**config.mk**
```make
export PLATFORM = sky130hd
export DESIGN_NAME = memcard_bus_monitor
export DESIGN_NICKNAME = d
export VERILOG_FILES = /design/src/rtl/mcm_pkg.sv /design/src/rtl/mcm_line_sync.sv /design/src/rtl/mcm_event_arb.sv /design/src/rtl/mcm_phase_fsm.sv /design/src/rtl/mcm_byte_asm.sv /design/src/rtl/memcard_bus_monitor.sv
export SDC_FILE = /design/constraint.sdc
export NUM_CORES = 1
export LEC_CHECK = 0
export BUFFER_PORTS_ARGS = -buffer_cell sky130_fd_sc_hd__buf_2
export CAP_MARGIN = 20
export CORE_UTILIZATION = 55
export DETAILED_ROUTE_END_ITERATION = 8
export GPL_TIMING_DRIVEN = 0
export PLACE_DENSITY_LB_ADDON = 0.05
export SKIP_LAST_GASP = 1
export SLEW_MARGIN = 0
export SYNTH_ARGS = -nofsm -noshare
export SYNTH_HDL_FRONTEND = slang
export SYNTH_SLANG_ARGS = --single-unit
```
**constraint.sdc**
```tcl
create_clock -name clk -period 2.53 [get_ports clk]
set_input_delay 0.253 -clock clk [delete_from_list [all_inputs] [get_ports clk]]
set_output_delay 0.253 -clock clk [all_outputs]
set_load 0.01 [all_outputs]
```
**src/rtl/mcm_pkg.sv**
```systemverilog
package mcm_pkg;

    // Phase of the bus, also the class tag attached to each byte.
    typedef enum logic [1:0] {
        PH_IDLE     = 2'd0,
        PH_ANSWER   = 2'd1,
        PH_COMMAND  = 2'd2,
        PH_RESPONSE = 2'd3
    } phase_e;

    // One decoded bus event per system cycle.
    typedef enum logic [2:0] {
        EV_NONE  = 3'd0,
        EV_RESET = 3'd1,
        EV_BIT   = 3'd2,
        EV_START = 3'd3,
        EV_STOP  = 3'd4
    } bus_evt_e;

    localparam int unsigned LINE_RST = 0;
    localparam int unsigned LINE_CLK = 1;
    localparam int unsigned LINE_IO  = 2;
    localparam int unsigned N_LINES  = 3;

endpackage

```
**src/rtl/mcm_line_sync.sv**
```systemverilog
module mcm_line_sync #(
    parameter int unsigned STAGES = 2
) (
    input  logic clk,
    input  logic rst_n,
    input  logic raw_i,
    output logic level_o,
    output logic prev_o
);
    localparam int unsigned LAST = STAGES - 1;

    logic [STAGES-1:0] chain_q;
    logic              prev_q;

    always_ff @(posedge clk) begin
        if (!rst_n) begin
            chain_q <= '0;
            prev_q  <= 1'b0;
        end else begin
            chain_q <= {chain_q[STAGES-2:0], raw_i};
            prev_q  <= chain_q[LAST];
        end
    end

    assign level_o = chain_q[LAST];
    assign prev_o  = prev_q;

endmodule

```
**src/rtl/mcm_event_arb.sv**
```systemverilog
module mcm_event_arb
    import mcm_pkg::*;
(
    input  logic     rst_rise_i,
    input  logic     rst_lvl_i,
    input  logic     clk_rise_i,
    input  logic     clk_lvl_i,
    input  logic     io_rise_i,
    input  logic     io_fall_i,
    output bus_evt_e evt_o
);
    // Fixed ranking: reset, bit, start, stop.
    always_comb begin
        if (rst_rise_i)
            evt_o = EV_RESET;
        else if (clk_rise_i && !rst_lvl_i)
            evt_o = EV_BIT;
        else if (clk_lvl_i && io_fall_i)
            evt_o = EV_START;
        else if (clk_lvl_i && io_rise_i)
            evt_o = EV_STOP;
        else
            evt_o = EV_NONE;
    end

endmodule

```
**src/rtl/mcm_phase_fsm.sv**
```systemverilog
module mcm_phase_fsm
    import mcm_pkg::*;
(
    input  logic     clk,
    input  logic     rst_n,
    input  bus_evt_e evt_i,
    output phase_e   phase_o,
    output logic     clear_o,
    output logic     reset_evt_o
);
    phase_e state_q, state_d;
    logic   reset_evt_q;

    // State register.
    always_ff @(posedge clk) begin
        if (!rst_n)
            state_q <= PH_IDLE;
        else
            state_q <= state_d;
    end

    // Transitions: T_RESET, T_START, T_STOP, otherwise T_HOLD.
    always_comb begin
        state_d = state_q;
        unique case (evt_i)
            EV_RESET: state_d = PH_ANSWER;
            EV_START: state_d = PH_COMMAND;
            EV_STOP:  state_d = PH_RESPONSE;
            EV_BIT,
            EV_NONE:  state_d = state_q;
            default:  state_d = state_q;
        endcase
    end

    // Output process.
    always_ff @(posedge clk) begin
        if (!rst_n)
            reset_evt_q <= 1'b0;
        else
            reset_evt_q <= (evt_i == EV_RESET);
    end

    assign phase_o     = state_q;
    assign clear_o     = (evt_i == EV_RESET) || (evt_i == EV_START) || (evt_i == EV_STOP);
    assign reset_evt_o = reset_evt_q;

endmodule

```
**src/rtl/mcm_byte_asm.sv**
```systemverilog
module mcm_byte_asm
    import mcm_pkg::*;
#(
    parameter int unsigned WORD_W = 8
) (
    input  logic              clk,
    input  logic              rst_n,
    input  logic              bit_en_i,
    input  logic              bit_val_i,
    input  logic              clear_i,
    input  phase_e            phase_i,
    output logic              valid_o,
    output logic [WORD_W-1:0] data_o,
    output phase_e            class_o
);
    localparam int unsigned CNT_W = (WORD_W > 1) ? $clog2(WORD_W) : 1;
    localparam logic [CNT_W-1:0] LAST_IDX = CNT_W'(WORD_W - 1);

    logic [CNT_W-1:0]  cnt_q;
    logic [WORD_W-1:0] acc_q, acc_d;
    logic              valid_q;
    logic [WORD_W-1:0] data_q;
    phase_e            class_q;

    // Place the incoming bit at the current count (LSB first).
    always_comb begin
        acc_d = acc_q;
        acc_d[cnt_q] = bit_val_i;
    end

    always_ff @(posedge clk) begin
        if (!rst_n) begin
            cnt_q   <= '0;
            acc_q   <= '0;
            valid_q <= 1'b0;
            data_q  <= '0;
            class_q <= PH_IDLE;
        end else begin
            valid_q <= 1'b0;
            if (clear_i) begin
                cnt_q <= '0;
                acc_q <= '0;
            end else if (bit_en_i) begin
                if (cnt_q == LAST_IDX) begin
                    cnt_q   <= '0;
                    acc_q   <= '0;
                    valid_q <= 1'b1;
                    data_q  <= acc_d;
                    class_q <= phase_i;
                end else begin
                    cnt_q <= cnt_q + 1'b1;
                    acc_q <= acc_d;
                end
            end
        end
    end

    assign valid_o = valid_q;
    assign data_o  = data_q;
    assign class_o = class_q;

endmodule

```
**src/rtl/memcard_bus_monitor.sv**
```systemverilog
module memcard_bus_monitor
    import mcm_pkg::*;
#(
    parameter int unsigned WORD_W      = 8,
    parameter int unsigned SYNC_STAGES = 2
) (
    input  logic              clk,
    input  logic              rst_n,
    input  logic              card_rst_i,
    input  logic              card_clk_i,
    input  logic              card_io_i,
    output logic              byte_valid_o,
    output logic [WORD_W-1:0] byte_data_o,
    output logic [1:0]        byte_class_o,
    output logic              reset_evt_o
);
    logic [N_LINES-1:0] raw;
    logic [N_LINES-1:0] lvl;
    logic [N_LINES-1:0] prv;

    assign raw[LINE_RST] = card_rst_i;
    assign raw[LINE_CLK] = card_clk_i;
    assign raw[LINE_IO]  = card_io_i;

    for (genvar g = 0; g < N_LINES; g++) begin : g_sync
        mcm_line_sync #(.STAGES(SYNC_STAGES)) u_sync (
            .clk     (clk),
            .rst_n   (rst_n),
            .raw_i   (raw[g]),
            .level_o (lvl[g]),
            .prev_o  (prv[g])
        );
    end

    logic rst_lvl, clk_lvl;
    logic rst_rise, clk_rise, io_rise, io_fall;

    assign rst_lvl  = lvl[LINE_RST];
    assign clk_lvl  = lvl[LINE_CLK];
    assign rst_rise = lvl[LINE_RST] & ~prv[LINE_RST];
    assign clk_rise = lvl[LINE_CLK] & ~prv[LINE_CLK];
    assign io_rise  = lvl[LINE_IO]  & ~prv[LINE_IO];
    assign io_fall  = ~lvl[LINE_IO] &  prv[LINE_IO];

    bus_evt_e evt;
    phase_e   cur_phase;
    phase_e   out_class;
    logic     clear;

    mcm_event_arb u_arb (
        .rst_rise_i (rst_rise),
        .rst_lvl_i  (rst_lvl),
        .clk_rise_i (clk_rise),
        .clk_lvl_i  (clk_lvl),
        .io_rise_i  (io_rise),
        .io_fall_i  (io_fall),
        .evt_o      (evt)
    );

    mcm_phase_fsm u_fsm (
        .clk         (clk),
        .rst_n       (rst_n),
        .evt_i       (evt),
        .phase_o     (cur_phase),
        .clear_o     (clear),
        .reset_evt_o (reset_evt_o)
    );

    mcm_byte_asm #(.WORD_W(WORD_W)) u_asm (
        .clk       (clk),
        .rst_n     (rst_n),
        .bit_en_i  (evt == EV_BIT),
        .bit_val_i (lvl[LINE_IO]),
        .clear_i   (clear),
        .phase_i   (cur_phase),
        .valid_o   (byte_valid_o),
        .data_o    (byte_data_o),
        .class_o   (out_class)
    );

    assign byte_class_o = out_class;

endmodule

```
==> qor.csv, run 1 <==
metric,value,unit
outcome,"complete, no violations",
maximum ir drop on the vdd rail,0.522,mV
Final Hold Fails,0,
Post-CTS Repair Setup Buffers,0,
post-synthesis instance area,1460,µm²
"slowest stage delay, CP",610,ps
Synth area leader,sky130_fd_sc_hd__dfxtp_1,
share of the synthesized area in the top cell type,0.465,
pin count of the biggest net entering global routing,11,
buffer depth of the longest clock path,2,
final setup fails,0,
Maximum Capacitance Violations,0,
overall die area,2870,µm²
worst skew pair latency,350,ps
count of different cell masters after synthesis,31,
global-route wire length before repair,4.78,mm
count of clock tree sinks,34,
net total in the final layout,180,
number of global-route vias before repair,1058,
power density over the cells,555,nW/µm²
layout cells sized above 1,0.207,
relative area change from synthesis to final layout,12.1,%
initial antenna violation count,0,
crit path launch type,flop,
number of filler cells placed in the layout,227,
post-cts resize count,0,
top cells by area in the synthesized netlist,"sky130_fd_sc_hd__dfxtp_1 (47%), sky130_fd_sc_hd__mux2i_1 (8.2%), sky130_fd_sc_hd__nand3b_1 (4.6%)",
Worst EP arrival,2330,ps
reported leakage power,0.696,nW
initial standard-cell utilization of the core,0.585,
overall track demand over capacity in global routing,0.240,
mean instance size in the synthesized netlist,9.75,µm²
Placer Congestion,0.749,
average via count per standard cell,5.63,
die width,53.6,µm
normalized max-slew margin,0.634,
count of TritonRoute iterations in the first routing pass,4,
register clock-pin slew on the reported worst setup and hold paths,120,ps
post-synthesis sequential area ratio,0.465,
most frequent cell on the critical path,sky130_fd_sc_hd__ha_1,
Gate Count Post-Synth,150,
cell at the root of the clock tree,sky130_fd_sc_hd__clkbuf_4,
Site Rows,18,
Worst Tran Pin Value,547,ps
total number of H-tree levels,2,
overall power after layout,911,µW
hold buffer count at cts,0,
clock tree from TritonCTS,built,
IO Count,17,
DR WL/cell,14.6,µm
kind of critical path,reg2reg,
kind of end point of the critical path,flop,
setup repair after global routing missed its margin,no,
setup total negative slack,0,ps
critical-path cell with the highest stage delay,sky130_fd_sc_hd__nor4b_4,
Post-Synthesis Net Count,157,
routed wire length,2.97,mm
Final Max Slew Viols,0,
drc violations,0,
WP data required,2810,ps
iteration-0 DRC count of the detailed router,36,
total inserted antenna cells,0,
f_max,0.488,GHz
vertical die dimension,53.6,µm
crit path time final,2050,ps
period utilisation layout,0.809,
Final WS setup,482,ps
HPWL Detailed,2.02,mm
number of buffers inserted during clock tree synthesis,5,
Max Fanout on Critical Path,10,
final core utilization,0.656,
antenna-violating nets left,0,
worst hold-check path type,in2reg,
total global routing overflow,0,
largest clock skew in the final design,24.1,ps
count of state elements after synthesis,34,
IO buf count,16,
number of synthesis warnings,0,
Via Count,1149,
core outline area,2500,µm²
worst slack on hold paths,114,ps
"critical path, cell by cell",ha_1 > ha_1 > clkbuf_1 > nor4b_4 > nand4b_1 > a31oi_1,
worst setup timing slack at the placement stage,570,ps
==> report_power, final <==
group	internal (mW)	switching, mW
clock network	0.135	0.182
logic	0.0195	0.0255
registers	0.543	0.00586
==> metrics by stage <==
| step | instances | area, µm² |
|---|---|---|
| after CTS | 204 | 1640 |
| after floorplan | 150 | 1460 |
| after detailed placement | 196 | 1580 |
| final | 204 | 1640 |
| after global placement | 196 | 1580 |
| after global routing | 204 | 1640 |
==> final timing paths <==
kind | startpoint | endpoint | slack [ps] | depth (start not counted)
hold reg to reg | g_sync[1].u_sync.chain_q[0]$_SDFF_PN0_ | g_sync[1].u_sync.chain_q[1]$_SDFF_PN0_ | 440 | 1
hold / removal | card_clk_i | g_sync[1].u_sync.chain_q[0]$_SDFF_PN0_ | 110 | 2
setup reg to reg | u_asm.cnt_q[0]$_SDFFE_PP0N_ | u_asm.acc_q[2]$_SDFFE_PP0N_ | 480 | 6
setup / recovery | u_asm.cnt_q[0]$_SDFFE_PP0N_ | u_asm.acc_q[2]$_SDFFE_PP0N_ | 480 | 6
==> layout make-up <==
cell class,instances,area [µm²],area share
multi-input combinational,103,727,0.443
sequential,34,681,0.415
timing repair buffer,16,80.1,0.0488
clock buffer,7,55.1,0.0336
buffer,12,51.3,0.0313
tap,30,37.5,0.0229
clock inverter,1,5.00,0.00305
inverter,1,3.75,0.00229
==> synthesized netlist by cell type <==
cell type / number
sky130_fd_sc_hd__nand3b_1: 9
sky130_fd_sc_hd__nor2b_1: 6
sky130_fd_sc_hd__o211a_1: 2
sky130_fd_sc_hd__o21bai_1: 1
sky130_fd_sc_hd__and3_1: 1
sky130_fd_sc_hd__o21ai_0: 9
sky130_fd_sc_hd__nand2b_1: 1
sky130_fd_sc_hd__and2_1: 10
sky130_fd_sc_hd__xnor2_1: 1
sky130_fd_sc_hd__dfxtp_1: 34
sky130_fd_sc_hd__nor2_1: 3
sky130_fd_sc_hd__and4bb_2: 1
sky130_fd_sc_hd__a31oi_1: 8
sky130_fd_sc_hd__or3b_4: 1
sky130_fd_sc_hd__nand3_1: 2
sky130_fd_sc_hd__nand4_1: 3
sky130_fd_sc_hd__a211o_1: 1
sky130_fd_sc_hd__nor4b_4: 1
sky130_fd_sc_hd__ha_1: 2
sky130_fd_sc_hd__nand2_1: 9
sky130_fd_sc_hd__a21oi_2: 1
sky130_fd_sc_hd__buf_2: 5
sky130_fd_sc_hd__clkbuf_1: 7
sky130_fd_sc_hd__nand4b_1: 3
sky130_fd_sc_hd__o211ai_1: 1
sky130_fd_sc_hd__mux2i_1: 12
sky130_fd_sc_hd__nor3_1: 1
sky130_fd_sc_hd__a21oi_1: 8
sky130_fd_sc_hd__or3b_2: 4
sky130_fd_sc_hd__inv_1: 1
sky130_fd_sc_hd__or3b_1: 2
==> layout by cell type (no fill, tap or decap) <==
cell type	instances
sky130_fd_sc_hd__mux2i_1	12
sky130_fd_sc_hd__nand4b_1	3
sky130_fd_sc_hd__nand2b_1	1
sky130_fd_sc_hd__and3_1	1
sky130_fd_sc_hd__ha_1	2
sky130_fd_sc_hd__nor2b_1	6
sky130_fd_sc_hd__or3b_4	1
sky130_fd_sc_hd__clkbuf_8	1
sky130_fd_sc_hd__or3b_1	2
sky130_fd_sc_hd__buf_2	21
sky130_fd_sc_hd__clkinv_2	1
sky130_fd_sc_hd__nor2_1	3
sky130_fd_sc_hd__a211o_1	1
sky130_fd_sc_hd__nor4b_4	1
sky130_fd_sc_hd__inv_1	1
sky130_fd_sc_hd__nand3b_1	9
sky130_fd_sc_hd__xnor2_1	1
sky130_fd_sc_hd__nand4_1	3
sky130_fd_sc_hd__o211a_1	2
sky130_fd_sc_hd__clkbuf_4	5
sky130_fd_sc_hd__nand2_1	9
sky130_fd_sc_hd__or3b_2	4
sky130_fd_sc_hd__clkbuf_1	8
sky130_fd_sc_hd__o21bai_1	1
sky130_fd_sc_hd__nand3_1	2
sky130_fd_sc_hd__o21ai_0	9
sky130_fd_sc_hd__a21oi_1	8
sky130_fd_sc_hd__a21oi_2	1
sky130_fd_sc_hd__nor3_1	1
sky130_fd_sc_hd__o211ai_1	1
sky130_fd_sc_hd__dfxtp_1	34
sky130_fd_sc_hd__a31oi_1	8
sky130_fd_sc_hd__and4bb_2	1
sky130_fd_sc_hd__and2_1	10
==> per-layer routing <==
layer	track usage	vias to the layer above	wire length (µm)
li1	-	578	-
met1	0.302	543	1360
met2	0.371	22	1430
met3	0.0904	6	141
met4	0.0877	0	42
met5	0	-	0
==> state kept, by name, indices dropped and copies added, names as in the netlist <==
| name | flops |
|---|---|
| u_asm.data_o | 8 |
| g_sync.u_sync.chain_q | 6 |
| u_fsm.reset_evt_o | 1 |
| u_asm.acc_q | 8 |
| u_asm.valid_o | 1 |
| g_sync.u_sync.prev_o | 3 |
| u_asm.class_o | 2 |
| u_asm.cnt_q | 3 |
| u_fsm.phase_o | 2 |
==> logic make-up after synthesis <==
family	Yosys count	share of synthesized area
mux	12	0.0821
compound gates	31	0.128
simple gates	57	0.263
fa+ha+maj	2	0.0171
buf+inv	13	0.0376
xor+xnor	1	0.00599
flops	34	0.465
==> critical path: cells and delay by family (launching register included) <==
kind	cells	cell delay, ps
AO/OA/AOI/OAI	1	180
adder cells (fa/ha/maj)	2	430
buffers and inverters	1	240
flip-flops	1	360
AND/OR/NAND/NOR	2	770
No activity file was read; power rests on OpenSTA's default activity.
==> inputs of run 2 (changes only) <==
- ABC_AREA: default -> 1
- clock period: 2.53 -> 2 ns (I/O delays scaled with it)
==> qor.csv, run 2 <==
metric,value,unit
worst hold-check path type,in2reg,
HPWL Detailed,1.88,mm
final setup fails,0,
Placer Congestion,0.819,
Site Rows,18,
overall track demand over capacity in global routing,0.217,
total inserted antenna cells,0,
NetSw,275,µW
overall die area,2840,µm²
share of the synthesized area in the top cell type,0.471,
Final WS setup,436,ps
prevailing post-synth register cell,sky130_fd_sc_hd__dfxtp_1,
clock network fraction of design power,0.346,
busiest metal layer after global routing,met2,
final design instance area without fill,1620,µm²
Gate Count Post-Synth,196,
count of different cell masters after synthesis,20,
die width,53.3,µm
average via count per standard cell,5.02,
IO Count,17,
post-synthesis instance area,1450,µm²
global-route wire length before repair,4.27,mm
worst setup timing slack at the placement stage,465,ps
combinational fraction of design power,0.052,
number of synthesis warnings,0,
sequential share of power,0.601,
Via Count,1250,
setup repair after global routing missed its margin,no,
Maximum Capacitance Violations,0,
DR WL/cell,10.4,µm
kind of end point of the critical path,flop,
"commonest cells after routing, fill and taps aside","sky130_fd_sc_hd__nand2_1 (51), sky130_fd_sc_hd__dfxtp_1 (34), sky130_fd_sc_hd__nor2_1 (31), sky130_fd_sc_hd__buf_2 (22), sky130_fd_sc_hd__inv_1 (20)",
routed wire length,2.60,mm
share of flip-flops with an asynchronous set or reset after synthesis,0,
largest clock skew in the final design,3.53,ps
WP data required,2240,ps
Final Hold Fails,0,
top cells by area in the synthesized netlist,"sky130_fd_sc_hd__dfxtp_1 (47%), sky130_fd_sc_hd__nand2_1 (13%), sky130_fd_sc_hd__nor2_1 (8.0%)",
met1 track demand over resource,0.252,
DP Cell Count,241,
count of state elements after synthesis,34,
initial antenna violation count,0,
outcome,"complete, no violations",
f_max,0.639,GHz
total number of H-tree levels,2,
Commonest cells post-synth,"sky130_fd_sc_hd__nand2_1 (51), sky130_fd_sc_hd__dfxtp_1 (34), sky130_fd_sc_hd__nor2_1 (31)",
crit path launch type,flop,
clock tree from TritonCTS,built,
antenna-violating nets left,0,
Worst Tran Pin Value,266,ps
Post-Synthesis Net Count,203,
total global routing overflow,0,
register clock-pin slew on the reported worst setup and hold paths,100,ps
IO buf count,15,
setup total negative slack,0,ps
vertical die dimension,53.3,µm
layout cells sized above 1,0.183,
final core utilization,0.655,
relative area change from synthesis to final layout,12.2,%
Post-CTS Repair Setup Buffers,0,
Final Max Slew Viols,0,
iteration-0 DRC count of the detailed router,21,
global-route met2 utilization,0.350,
worst skew pair latency,330,ps
normalized max-slew margin,0.820,
hold buffer count at cts,0,
Synth area leader,sky130_fd_sc_hd__dfxtp_1,
number of global-route vias before repair,1023,
buffer depth of the longest clock path,2,
most numerous cell in the Yosys netlist,sky130_fd_sc_hd__nand2_1,
number of buffers inserted during clock tree synthesis,5,
crit path time final,1560,ps
mean instance size in the synthesized netlist,7.38,µm²
maximum ir drop on the vdd rail,0.551,mV
Max Fanout on Critical Path,10,
"leading cell type in the layout, fill and taps excluded",sky130_fd_sc_hd__nand2_1,
DP Area,1560,µm²
cell at the root of the clock tree,sky130_fd_sc_hd__clkbuf_4,
kind of critical path,reg2reg,
post-synthesis sequential area ratio,0.471,
count of TritonRoute iterations in the first routing pass,4,
pin count of the biggest net entering global routing,12,
count of clock tree sinks,34,
number of standard cells in the final layout excluding fillers,249,
net total in the final layout,225,
cell internal power dissipation,877,µW
power density over the cells,710,nW/µm²
period utilisation layout,0.782,
core outline area,2480,µm²
drc violations,0,
met3 Resource Use GR,0.0862,
reported leakage power,0.821,nW
Worst EP arrival,1800,ps
initial standard-cell utilization of the core,0.584,
number of flops mapped to enable cells by yosys,0,
post-cts resize count,0,
proportion of total power due to net switching,0.238,
[run 2: cell count changes in the layout (fill, tap and decap cells not counted), sizes merged, moves of 10 or more]
cell   delta
and2     -10
mux2i    -12
nor2     +30
nand2    +42
inv      +21
nand3    +12
[run 2: worst max-delay path, cell delays in order, from the launching register on]
cell and delay (ps):
sky130_fd_sc_hd__dfxtp_1 330, sky130_fd_sc_hd__ha_1 210, sky130_fd_sc_hd__ha_1 240, sky130_fd_sc_hd__nand3_1 150, sky130_fd_sc_hd__clkinv_1 240, sky130_fd_sc_hd__o21ai_0 240
sky130_fd_sc_hd__nor2_1 50
[run 2: power groups by stage]
stage	logic [mW]	registers, mW	clock network [mW]
after global routing	0.0699	0.694	0.438
after detailed placement	0.0602	0.708	0
after global placement	0.0595	0.708	0
after CTS	0.0605	0.693	0.414
after floorplan	0.0462	0.708	0
final	0.0603	0.693	0.399
[run 2: final timing paths]
kind	startpoint	to	slack [ps]	cells after the start
setup reg to reg	u_asm.cnt_q[0]$_SDFFE_PP0N_	u_asm.data_o[2]$_SDFFE_PN0P_	440	6
hold reg to reg	g_sync[1].u_sync.chain_q[0]$_SDFF_PN0_	g_sync[1].u_sync.chain_q[1]$_SDFF_PN0_	420	2
setup / recovery	u_asm.cnt_q[0]$_SDFFE_PP0N_	u_asm.data_o[2]$_SDFFE_PN0P_	440	6
hold / removal	card_io_i	g_sync[2].u_sync.chain_q[0]$_SDFF_PN0_	40	3
[run 2: layout make-up]
type                    count  area, µm²
clock inverters             2       12.5
flip-flops and latches     34        681
clock buffers               6       51.3
repair buffers             15       75.1
inverters                  24       90.1
well taps                  30       37.5
fillers                   229        855
multi-input cells         129        622
plain buffers               9       53.8
[run 2: cell families after synthesis]
family / share of synthesized area
fa+ha+maj: 0.0173
buf+inv: 0.0995
flops: 0.471
simple gates: 0.316
compound gates: 0.0969
[run 2: routing by layer]
metal | vias up | wire, µm
met5 | - | 0
met4 | 0 | 37
met3 | 6 | 107
met2 | 26 | 1160
met1 | 558 | 1290
li1 | 660 | -
[run 2: through the flow]
step / power (mW) / hold WS (ps)
after floorplan: 0.754 / 298
after global placement: 0.768 / 381
after detailed placement: 0.769 / 383
after CTS: 1.17 / 19.4
after global routing: 1.20 / 24.8
final: 1.15 / 37.8
==> inputs of run 3 (changes only) <==
- CORE_UTILIZATION: 55 -> 50
- clock period: 2 -> 1.4 ns (I/O delays scaled with it)
==> qor.csv, run 3 (synthesis gave the netlist of run 2 again) <==
metric,value,unit
outcome,"complete, no violations",
count of TritonRoute iterations in the first routing pass,5,
setup total negative slack,0,ps
Placer Congestion,0.792,
DP Cell Count,242,
relative area change from synthesis to final layout,16.0,%
"commonest cells after routing, fill and taps aside","sky130_fd_sc_hd__nand2_1 (51), sky130_fd_sc_hd__dfxtp_1 (33), sky130_fd_sc_hd__nor2_1 (31), sky130_fd_sc_hd__buf_2 (21), sky130_fd_sc_hd__inv_1 (20)",
worst setup timing slack at the placement stage,-162,ps
largest clock skew in the final design,6.44,ps
power density over the cells,941,nW/µm²
maximum ir drop on the vdd rail,0.782,mV
clock tree from TritonCTS,built,
met3 Resource Use GR,0.0628,
final setup fails,0,
IO buf count,15,
Final Max Slew Viols,0,
DP Area,1560,µm²
crit path launch type,flop,
worst hold-check path type,in2reg,
global-route met2 utilization,0.325,
layout cells sized above 1,0.197,
worst skew pair latency,330,ps
total number of H-tree levels,2,
reported leakage power,0.834,nW
normalized max-slew margin,0.812,
worst slack on hold paths,104,ps
IO Count,17,
final core utilization,0.608,
initial standard-cell utilization of the core,0.525,
vertical die dimension,55.8,µm
Worst EP arrival,1520,ps
overall track demand over capacity in global routing,0.196,
Maximum Capacitance Violations,0,
overall power after layout,1.58,mW
overall die area,3110,µm²
count of clock tree sinks,34,
kind of end point of the critical path,flop,
die width,55.8,µm
final design instance area without fill,1680,µm²
Final WS setup,114,ps
crit path time final,1290,ps
Worst Tran Pin Value,280,ps
WP data required,1630,ps
met1 track demand over resource,0.236,
period utilisation layout,0.919,
f_max,0.778,GHz
antenna-violating nets left,0,
net total in the final layout,230,
drc violations,0,
initial antenna violation count,0,
number of buffers inserted during clock tree synthesis,5,
core outline area,2760,µm²
Max Fanout on Critical Path,5,
routed wire length,2.68,mm
number of filler cells placed in the layout,265,
number of standard cells in the final layout excluding fillers,254,
setup repair after global routing missed its margin,no,
buffer depth of the longest clock path,2,
"leading cell type in the layout, fill and taps excluded",sky130_fd_sc_hd__nand2_1,
Site Rows,19,
global-route wire length before repair,4.71,mm
Final Hold Fails,0,
busiest metal layer after global routing,met2,
iteration-0 DRC count of the detailed router,19,
total global routing overflow,0,
register area,682,µm²
total inserted antenna cells,0,
Via Count,1217,
number of global-route vias before repair,1099,
register clock-pin slew on the reported worst setup and hold paths,100,ps
pin count of the biggest net entering global routing,11,
cell at the root of the clock tree,sky130_fd_sc_hd__clkbuf_4,
kind of critical path,reg2reg,
HPWL Detailed,1.90,mm
average via count per standard cell,4.79,
DR WL/cell,10.5,µm
multi-input gate area in the final layout,637,µm²
## run 3: cell count changes in the layout (fill, tap and decap cells not counted), moves of 2 or more
| cell | previous run | this run |
|---|---|---|
| sky130_fd_sc_hd__dlygate4sd3_1 | 0 | 3 |
| sky130_fd_sc_hd__clkbuf_1 | 0 | 2 |
| sky130_fd_sc_hd__o21ai_0 | 7 | 4 |
| sky130_fd_sc_hd__clkinv_1 | 2 | 0 |
| sky130_fd_sc_hd__o21ai_1 | 0 | 3 |
## run 3: worst max-delay path, cell delays in order, from the launching register on
cell and delay (ps):
sky130_fd_sc_hd__dfxtp_1 320, sky130_fd_sc_hd__ha_1 210, sky130_fd_sc_hd__ha_2 220, sky130_fd_sc_hd__nand3_4 120
sky130_fd_sc_hd__clkinv_2 110, sky130_fd_sc_hd__o21ai_0 160, sky130_fd_sc_hd__nor2_1 60
## run 3: layout make-up
class                   instances  area share
well taps                      31      0.0231
clock buffers                   7      0.0268
multi-input cells             129       0.380
inverters                      24      0.0567
repair inverters                1     0.00447
flip-flops and latches         34       0.406
plain buffers                   9      0.0358
repair buffers                 19      0.0671
## run 3: path summary, 6_finish.rpt
check | from | endpoint | slack (ps) | cells past startpoint
setup / recovery | u_asm.cnt_q[0]$_SDFFE_PP0N_ | u_asm.data_o[7]$_SDFFE_PN0P_ | 110 | 6
hold / removal | rst_n | u_asm.class_o[1]$_SDFFE_PN0P_ | 100 | 3
setup reg to reg | u_asm.cnt_q[0]$_SDFFE_PP0N_ | u_asm.data_o[7]$_SDFFE_PN0P_ | 110 | 6
hold reg to reg | g_sync[0].u_sync.chain_q[0]$_SDFF_PN0_ | g_sync[0].u_sync.chain_q[1]$_SDFF_PN0_ | 420 | 2
## run 3: repair_timing
action	4_1_cts	5_1_grt
setup endpoints to repair	10	12
resized for setup	3	9
pin swaps	0	1
hold buffers	3	0
buffers inserted	0	1
endpoints found under the hold margin	3	0
cloned	1	0
## run 3: metal layers
metal,share of wire,vias to the layer above
met5,0,-
met4,0.019,0
met3,0.041,5
met2,0.44,22
met1,0.50,526
li1,-,664
## run 3: power by group
part	internal [mW]	total, mW	switching, mW
clock	0.189	0.492	0.303
combinational	0.0380	0.0972	0.0593
sequential	0.982	0.989	0.00760
